### src/rtl/secure_ctrl_regs.sv
module secure_ctrl_regs #(
  parameter int          ADDR_W     = 3,
  parameter logic [31:0] UNLOCK_KEY = 32'h757BDF0D
) (
  input  logic              clk,
  input  logic              rst_n,
  input  logic              req,
  input  logic              we,
  input  logic [ADDR_W-1:0] addr,
  input  logic [31:0]       wdata,
  output logic [31:0]       rdata,
  input  logic [31:0]       evt_set,
  output logic              irq,
  output logic              aes_err
);
  localparam logic [ADDR_W-1:0] IX_CTRL = ADDR_W'(0);
  localparam logic [ADDR_W-1:0] IX_LOCK = ADDR_W'(1);
  localparam logic [ADDR_W-1:0] IX_KEY  = ADDR_W'(2);
  localparam logic [ADDR_W-1:0] IX_STS  = ADDR_W'(3);
  localparam logic [ADDR_W-1:0] IX_MSK  = ADDR_W'(4);

  localparam logic [31:0] CTRL_WMASK = 32'h0D00_9FFF;
  localparam logic [31:0] CTRL_FIXED = 32'h0000_6000;
  localparam logic [31:0] CTRL_RST   = 32'h0C00_6000;
  localparam logic [31:0] PR_AES     = 32'h0800_0E00;
  localparam logic [31:0] STS_RSVD   = 32'h0708_0000;
  localparam logic [31:0] STS_RST    = 32'h8802_0000;
  localparam int          LOCK_W     = 5;

  logic [31:0]       ctrl_q, sts_q, msk_q;
  logic [LOCK_W-1:0] lock_q;
  logic              open_q;
  logic [31:0]       guard;
  logic              wr;

  assign wr = req && we && open_q;

  always_comb begin
    guard        = '0;
    guard[12]    = lock_q[4];
    guard[11:9]  = {3{lock_q[3]}};
    guard[8]     = lock_q[2];
    guard[7]     = lock_q[1];
    guard[6:0]   = {7{lock_q[0]}};
  end

  always_ff @(posedge clk) begin
    if (!rst_n) begin
      ctrl_q <= CTRL_RST;
      lock_q <= '0;
      sts_q  <= STS_RST;
      msk_q  <= ~STS_RSVD;
      open_q <= 1'b1;
    end else begin
      if (wr && addr == IX_CTRL)
        ctrl_q <= (wdata & CTRL_WMASK & ~guard) | (ctrl_q & guard) | CTRL_FIXED;
      if (wr && addr == IX_LOCK)
        lock_q <= lock_q | wdata[LOCK_W-1:0];
      if (wr && addr == IX_KEY) begin
        if (wdata == UNLOCK_KEY) begin
          ctrl_q <= ctrl_q | PR_AES;
        end else begin
          ctrl_q <= ctrl_q & ~PR_AES;
          open_q <= 1'b0;
        end
      end
      if (wr && addr == IX_MSK)
        msk_q <= wdata & ~STS_RSVD;
      sts_q <= ((sts_q & ~((wr && addr == IX_STS) ? wdata : 32'h0)) | evt_set) & ~STS_RSVD;
    end
  end

  always_comb begin
    rdata = '0;
    if (req && !we && open_q) begin
      case (addr)
        IX_CTRL: rdata = ctrl_q;
        IX_LOCK: rdata = {{(32-LOCK_W){1'b0}}, lock_q};
        IX_STS:  rdata = sts_q;
        IX_MSK:  rdata = msk_q;
        default: rdata = '0;
      endcase
    end
  end

  assign irq     = |(sts_q & ~msk_q);
  assign aes_err = (ctrl_q[11:9] != 3'b000) && (ctrl_q[11:9] != 3'b111);
endmodule


### config.mk
export PLATFORM = sky130hd
export DESIGN_NAME = secure_ctrl_regs
export DESIGN_NICKNAME = d
export VERILOG_FILES = /design/src/rtl/secure_ctrl_regs.sv
export SDC_FILE = /design/constraint.sdc
export NUM_CORES = 1
export LEC_CHECK = 0
export BUFFER_PORTS_ARGS = -buffer_cell sky130_fd_sc_hd__buf_2
export CORE_MARGIN = 2
export CORE_UTILIZATION = 40
export CTS_BUF_LIST = sky130_fd_sc_hd__clkbuf_2
export CTS_CLUSTER_SIZE = 8
export DETAILED_ROUTE_END_ITERATION = 8
export SLEW_MARGIN = 5
export SYNTH_ARGS = -nofsm -noshare
export SYNTH_HDL_FRONTEND = slang
export SYNTH_SLANG_ARGS = --single-unit
### constraint.sdc
create_clock -name clk -period 2.5 [get_ports clk]
set_input_delay 0.625 -clock clk [delete_from_list [all_inputs] [get_ports clk]]
set_output_delay 0.625 -clock clk [all_outputs]
set_load 0.02 [all_outputs]
* After elaboration in Yosys (flattened, before gate mapping)
Index checks and enable logic that the tools add are counted.
Widths: inputs -> output; s select.
** Storage, ports and cells
- Register bits after elaboration :: 98
- Latch bits :: 0
- Memory bits (writable) :: 0
- Memory bits (read-only) :: 0
- Input bits :: 71
- Output and inout port bits :: 34
- Memories :: 0
** Operators by class
- $add $sub $neg :: 0
- $mul :: 0
- Divide/modulo/power cells :: 0
- $lt $le $gt $ge :: 0
- Equal/unequal tests :: 6
- Shift operators :: 0
- Mux-type cells :: 6
- Bitwise logic cells :: 12
- Reductions and logical operators :: 17
** Operator list (count)
- $mux 32 :: 4
- $pmux 32 s4 :: 1
- $and 32x32->32 :: 2
- $not 32->32 :: 2
- $or 32x32->32 :: 2
- $and 28x32->32 :: 1
- $and 32x13->32 :: 1
- $eq 32x31->1 const B :: 1
- $not 13->32 :: 1
- $reduce_or 32->1 :: 1
- $mux 28 :: 1
- $logic_and 1x1->1 :: 10
- $eq 3x2->1 const B :: 2
- $or 5x5->5 :: 1
- $reduce_and 2->1 :: 2
- $eq 3x1->1 const B :: 1
- $eq 3x3->1 const B :: 1
- $logic_not 3->1 :: 1
- $ne 3x3->1 const B :: 1
- $reduce_bool 3->1 :: 1
- $not 1->1 :: 2
- $reduce_bool 2->1 :: 1
- $logic_not 1->1 :: 1

* Depth between registers and ports, before layout
Gate-level depths: netlist of the first run.
- Word-level depth :: 7
- Depth in mapped cells :: 7

* Worst setup path after synthesis of the first run
OpenSTA, ideal clock, no wires.
- Path kind :: input to output
- Start :: input addr[1]
- End :: output rdata[16]
- Data arrival time :: 1890 ps
- Required time :: 1875 ps
- Path slack :: -15 ps
- Stages on the path :: 6
- Buffers on the path :: 3
- Cells stage by stage :: clkbuf_1 > nor3b_1 > buf_2 > buf_1 > a22oi_1 > nor2_1
** Between the ends
- Cells in the longest elaborated chain, start to end :: 3
- Elaborated cells on any way between the ends :: 6
- Classes of those cells :: eq/ne: 3; mux: 2; reduce/logical: 1
** RTL lines
- from (decl) :: RTL line 9 : input logic [ADDR_W-1:0] addr,
- $eq 3x3->1, or another cell as far along :: RTL line 76 : case (addr)
- $pmux 32 s4 (*) :: RTL line 76
- $mux 32 (*) :: RTL line 75 : if (req && !we && open_q) begin
- to (decl) :: RTL line 11 : output logic [31:0] rdata,
Every way passes the cells marked *; elsewhere a longest branch is shown, timed or not.

* Worst setup path in the final report of the first run
- Start :: input addr[0]
- End :: output rdata[2]
Same word-level chain as after synthesis.

==> results of run 1 <==
cell usage in the layout, fill, tap and decap left out, types with 3 or more instances in the layout:
| master | synthesis | routed |
|---|---|---|
| o21ai_0 | 4 | 4 |
| buf_2 | 3 | 95 |
| nor4_1 | 7 | 5 |
| mux2i_1 | 18 | 18 |
| a211o_1 | 3 | 3 |
| dfxtp_2 | 0 | 4 |
| and3_1 | 3 | 3 |
| nor2_1 | 45 | 45 |
| clkbuf_2 | 0 | 11 |
| nand3_1 | 29 | 29 |
| inv_1 | 31 | 30 |
| o22ai_1 | 14 | 12 |
| a22oi_1 | 23 | 23 |
| nand4b_1 | 5 | 5 |
| nand4_1 | 3 | 3 |
| dfxtp_1 | 80 | 76 |
| o21a_1 | 25 | 25 |
| buf_4 | 3 | 35 |
| nand2_1 | 65 | 65 |
| a21oi_1 | 32 | 31 |
| nor3_1 | 9 | 9 |
| mux2_2 | 10 | 10 |
| a221oi_1 | 6 | 6 |
| clkinv_1 | 0 | 3 |
per-stage QoR:
| step | util [%] | setup slack, ns |
|---|---|---|
| 2_1_floorplan | - | -0.01547 |
| 3_3_place_gp | 49.68 | 0.03123 |
| 3_5_place_dp | 49.68 | 0.03071 |
| 4_1_cts | 51.20 | 0.01318 |
| 5_1_grt | 51.60 | 0.004414 |
| 6_report | 51.60 | 0.07868 |
sequential cells by signal, indices dropped and copies added, names as in the netlist:
name and flops:
msk_q 28, open_q 1, sts_q 28, lock_q 5
ctrl_q 18
critical path, stage by stage:
cell	delay, ns
buf_2	0.16
buf_4	0.17
nand2_1	0.08
o2111ai_2	0.19
buf_4	0.24
nor2_1	0.15
buf_2	0.18
cells by family after synthesis:
kind of cell / after synthesis / share of synthesized area (%)
AND/OR/NAND/NOR: 180 / 22.66
flip-flops: 80 / 42.16
buffers and inverters: 65 / 6.818
multiplexers: 28 / 7.707
other: 1 / 0.09872
AO/OA/AOI/OAI: 117 / 20.55
how the worst min path moves through the flow:
stage | startpoint | to | slack, ns
global placement | ctrl_q[14] | ctrl_q[14] | 0.46
detailed placement | ctrl_q[14] | ctrl_q[14] | 0.45
finish | evt_set[27] | sts_q[27] | 0.26
CTS | evt_set[27] | sts_q[27] | 0.23
floorplan | ctrl_q[14] | ctrl_q[14] | 0.41
global route | evt_set[27] | sts_q[27] | 0.24
where the power goes:
part | switching [mW] | internal (mW)
Combinational | 0.213 | 0.161
Sequential | 0.0291 | 1.32
Clock | 0.446 | 0.330
layer usage:
metal | global-route usage [%] | up-vias | part of all wire [%]
li1 | - | 1886 | -
met1 | 30.98 | 1819 | 46
met2 | 39.02 | 134 | 46
met3 | 3.727 | 22 | 6.1
met4 | 10.50 | 0 | 2.6
met5 | 0 | - | 0
area by class of cell:
type	instances	area share, %
well taps	129	3.385
multi-input cells	327	41.70
clock inverters	5	1.496
flip-flops and latches	80	33.69
inverters	31	2.440
repair buffers	132	16.14
clock buffers	11	1.155
timing repair:
item / 4_1_cts / 5_1_grt
buffers inserted: 0 / 0
pin swaps: 0 / 3
endpoints found under the setup margin: 2 / 9
gates resized for setup: 5 / 11
==> results_dict.tcl, run 1 <==
set metrics [dict create \
    status "completed" \
    drt_iter0_markers 223 \
    grt_max_degree 58 \
    track_usage_pct 23.79 \
    cts_tree "done" \
    synth_top_cell_area_share_pct 42.16 \
    final_area_um2 4768 \
    multi_input_area_um2 1988 \
    grt_setup_unrepaired "false" \
    hp-class "input pin to register" \
    clock-sinks 80 \
    r2r_cells 6 \
    vias 3861 \
    syn2layout_area_growth_pct 25.53 \
    layout.cells.non_filler 715 \
    holdWs_ns 0.2591 \
    portBuffers 98 \
    skew_ns 0.01551 \
    dr.pass1.iters 4 \
    synthFlopType "dfxtp_1" \
    wl_mm 12.19 \
    power_density_nw_per_um2 525.0 \
    hold_path_depth 2 \
    endpoint "rdata[2]" \
    avgSynthCellArea_um2 8.065 \
    routedWlPerCell_um 17.05 \
    syn_area_um2 3799 \
    antenna_found_initial 0 \
    ios 105 \
    clk_pin_slew_ns 0.22 \
    viasPerCell 5.400 \
    n_fill_cell 946 \
    cp-start-kind "input pin" \
    grt_pass1_wl_mm 18.84 \
    r2r_setup_slack_ns 0.71 \
    fin_nets 652 \
    hold_viol_final 0 \
    die_w_um 101.5 \
    r2r-end "ctrl_q[4]" \
    post-place-cells 699 \
    worstMarginPinSlew_ns 0.6288 \
    die_area_um2 10290 \
    place_hpwl_mm 8.986 \
    clkLatencyLatePin_ns 0.53 \
    clock_tree.buffer_depth 2 \
    yosysMostFrequentCell "dfxtp_1" \
    finalPower_mw 2.503 \
    grt-ovfl-total 0 \
    peakVddDrop_mv 0.2257 \
    yosys-top-cells-count "80 x dfxtp_1, 65 x nand2_1, 45 x nor2_1" \
    start_util_pct 41.11 \
    regArea_um2 1607 \
    yosysSeqAreaShare_pct 42.16 \
    cts_max_level 3 \
    finalSetupTns_ns 0 \
    synth-edff-count 0 \
    fmax_ghz 0.4130 \
    cp-startpoint "addr[0]" \
    synth-seq-cells 80 \
    synth_area_leaders "dfxtp_1 42%, nand2_1 6.4%, o21a_1 4.9%, mux2i_1 4.7%, a22oi_1 4.5%" \
    fp.coreArea_um2 9240 \
    placed_area_um2 4591 \
    finalCritPeriodShare_pct 96.85 \
    leakage_nw 2.151 \
    worstPathRequired_ns 1.88 \
    r2r_start "open_q" \
    rows 35 \
    die_y_um 101.5 \
    finalCriticalPeriod_ns 2.421 \
    maxSlewHeadroom_pct 58.08 \
    timing.max_cap.violations 0 \
    setup_viol_count_final 0 \
    async_flop_share_pct 0 \
    yosysUniqueCellTypes 40 \
    numCtsBuffers 9 \
    ant_nets 0 \
    synth_cells 471 \
    yosysTopAreaCell "dfxtp_1" \
    cp-end-kind "output port" \
    cts-root-buf "clkbuf_2" \
    drive_above_1_share_pct 29.35 \
    crit_type "input pin to output port" \
    slew_viol_final 0 \
    worstPathArrival_ns 1.80 \
    place_congestion 0.8935 \
    antenna_cells 0 \
    hold_buffers 0 \
    ys_warn_count 0 \
    critPathMaxFanout 9 \
    grt_pass1_vias 3722 \
    drc_errors 0 \
]
No activity file was read; power rests on OpenSTA's default activity.
==> run 2: changes to the inputs <==
- ABC_AREA: not set -> 1
- BUFFER_PORTS_ARGS: -buffer_cell sky130_fd_sc_hd__buf_2 -> not set
- CTS_CLUSTER_DIAMETER: not set -> 100
- DONT_BUFFER_PORTS: not set -> 1
==> run 2 against run 1 <==
  * Wire length fell by 6.4%
  * Via count fell by 3.1%
  * Power fell by 7.3%
  * Register-to-register slack improved by 0.30 ns
  * Sequential share of layout area rose by 2.4 points
  * Cell count rose by 3.1%
  * Non-clock buffer count fell by 101
  * Fmax rose by 0.52%
  * Clock skew rose by 0.0061 ns
  * Synthesized area rose by 5.7%
  * Cell area fell by 6.9%
  * Critical path depth fell by 1
==> results_dict.tcl, run 2 <==
set metrics [dict create \
    start_util_pct 41.07 \
    layout_commonest_cell "nand2_1" \
    yosysTopAreaCell "dfxtp_1" \
    timing.max_cap.violations 0 \
    avgSynthCellArea_um2 6.897 \
    wl_mm 11.42 \
    post-place-cells 718 \
    die_y_um 104.2 \
    finalCritPeriodShare_pct 96.35 \
    routedWlPerCell_um 15.49 \
    clock-sinks 80 \
    hp-class "input pin to register" \
    synth_top_cell_area_share_pct 39.90 \
    hold_buffers 0 \
    fp.coreArea_um2 9774 \
    critPathMaxFanout 9 \
    numCtsBuffers 9 \
    place_congestion 0.8153 \
    worstMarginPinSlew_ns 0.5455 \
    yosys-top-cells-count "135 x nand2_1, 99 x inv_1, 80 x dfxtp_1" \
    clk_pin_slew_ns 0.22 \
    hp-start "rst_n" \
    die_w_um 104.2 \
    cp-startpoint "open_q" \
    finalSetupTns_ns 0 \
    top_regs "msk_q x28, sts_q x28, ctrl_q x18" \
    yosysMostFrequentCell "nand2_1" \
    hold_viol_final 0 \
    layout.cells.non_filler 737 \
    cts-root-buf "clkbuf_2" \
    leakage_nw 2.142 \
    synth_cells 582 \
    drive_above_1_share_pct 13.91 \
    grt_max_degree 45 \
    antenna_cells 0 \
    met1_usage_pct 26.59 \
    ios 105 \
    syn2layout_area_growth_pct 10.57 \
    clkLatencyLatePin_ns 0.54 \
    synth-seq-cells 80 \
    finalCriticalPeriod_ns 2.409 \
    drt_iter0_markers 200 \
    worstPathArrival_ns 1.78 \
    drc_errors 0 \
    dr.pass1.iters 5 \
    crit_type "register to output port" \
    busiest_layer "met2" \
    grtUsageMet3_pct 6.015 \
    status "completed" \
    async_flop_share_pct 0 \
    synth_area_leaders "dfxtp_1 40%, nand2_1 13%, inv_1 9.3%, a21oi_1 7.5%, o211ai_2 5.6%" \
    cp-end-kind "output port" \
    slew_viol_final 0 \
    syn_area_um2 4014 \
    power_density_nw_per_um2 522.7 \
    worstPathRequired_ns 1.88 \
    maxSlewHeadroom_pct 63.63 \
    yosysUniqueCellTypes 30 \
    yosysSeqAreaShare_pct 39.90 \
    postLayoutSetupSlackWorst_ns 0.09125 \
    grt-ovfl-total 0 \
    cts_max_level 3 \
    rows 36 \
    fin_nets 670 \
    pre_cts_slack_ns 0.1569 \
    synth-edff-count 0 \
    ant_nets 0 \
    grt_pass1_vias 3741 \
    r2r_start "open_q" \
    track_usage_pct 21.28 \
    skew_ns 0.02160 \
    die_area_um2 10850 \
    antenna_found_initial 0 \
    setup_viol_count_final 0 \
    vias 3742 \
    fin_util_pct 45.40 \
    peakVddDrop_mv 0.3002 \
    place_hpwl_mm 8.027 \
    cp-start-kind "register" \
    fmax_ghz 0.4152 \
    final_cell_mix "135 x nand2_1, 99 x inv_1, 79 x dfxtp_1, 59 x a21oi_1, 42 x nor2_1" \
    synthFlopType "dfxtp_1" \
    ys_warn_count 0 \
    portBuffers 0 \
    viasPerCell 5.077 \
    grt_pass1_wl_mm 18.40 \
    grtUsageMet2_pct 35.43 \
    cts_tree "done" \
    clock_tree.buffer_depth 2 \
    grt_setup_unrepaired "false" \
]
## run 2: cell count changes after synthesis, sizes merged, moves of 11 or more
cell    before  now
o21a        25    1
a22oi       23    0
nand2       65  138
o21ai        5   48
mux2i       18    0
o211ai       2   31
nand3       29   18
a21oi       32   60
clkbuf      23    9
inv         31  106
## run 2: final timing paths
check | to | depth (start not counted) | slack [ns]
setup / recovery | rdata[17] | 6 | 0.09
hold / removal | open_q | 1 | 0.13
hold reg to reg | ctrl_q[14] | 2 | 0.47
setup reg to reg | ctrl_q[9] | 7 | 1.01
## run 2: logic make-up after synthesis
kind of cell / synth area share (%)
buffers and inverters: 13.78
DFF: 39.90
other: 0.09343
AOI/OAI and AO/OA: 25.06
and+or+nand+nor: 21.17
## run 2: final cells by class
class / count / area, um2
Inverter: 107 / 406.6
Clock buffer: 9 / 45.04
Timing Repair Buffer: 31 / 261.5
Multi-Input combinational cell: 369 / 1887
Tap cell: 133 / 166.4
Sequential cell: 80 / 1603
Fill cell: 1056 / 5336
Clock inverter: 7 / 62.56
Timing Repair inverter: 1 / 6.256
## run 2: through the flow
step,power (mW),hold slack [ns],area (um2)
2_1_floorplan,1.586,0.4122,4018
3_3_place_gp,1.640,0.4218,4263
3_5_place_dp,1.647,0.4274,4263
4_1_cts,2.326,0.1126,4392
5_1_grt,2.426,0.1011,4438
6_report,2.320,0.1344,4438
## run 2: per-layer routing
| metal | share of wire [%] | vias up |
|---|---|---|
| met5 | 0 | - |
| li1 | - | 1899 |
| met4 | 2.2 | 0 |
| met1 | 45 | 1710 |
| met2 | 46 | 112 |
| met3 | 6.8 | 21 |
## run 2: report_power, final
part / internal, mW / total [mW] / switching, mW
Combinational: 0.0950 / 0.282 / 0.187
Sequential: 1.32 / 1.35 / 0.0279
Clock: 0.220 / 0.685 / 0.465
## run 2: timing repair
item | CTS | global route
endpoints found under the setup margin | 29 | 20
endpoints found under the hold margin | 0 | 0
gates resized for setup | 4 | 6
buffers inserted | 1 | 1
cloned | 0 | 1
pin swaps | 1 | 1
## run 2: worst max-delay path, cell delays in order, from the launching register on
cell,delay [ns]
dfxtp_2,0.41
inv_1,0.07
nor3_4,0.19
buf_12,0.14
clkinv_4,0.10
a21oi_1,0.16
buf_4,0.16
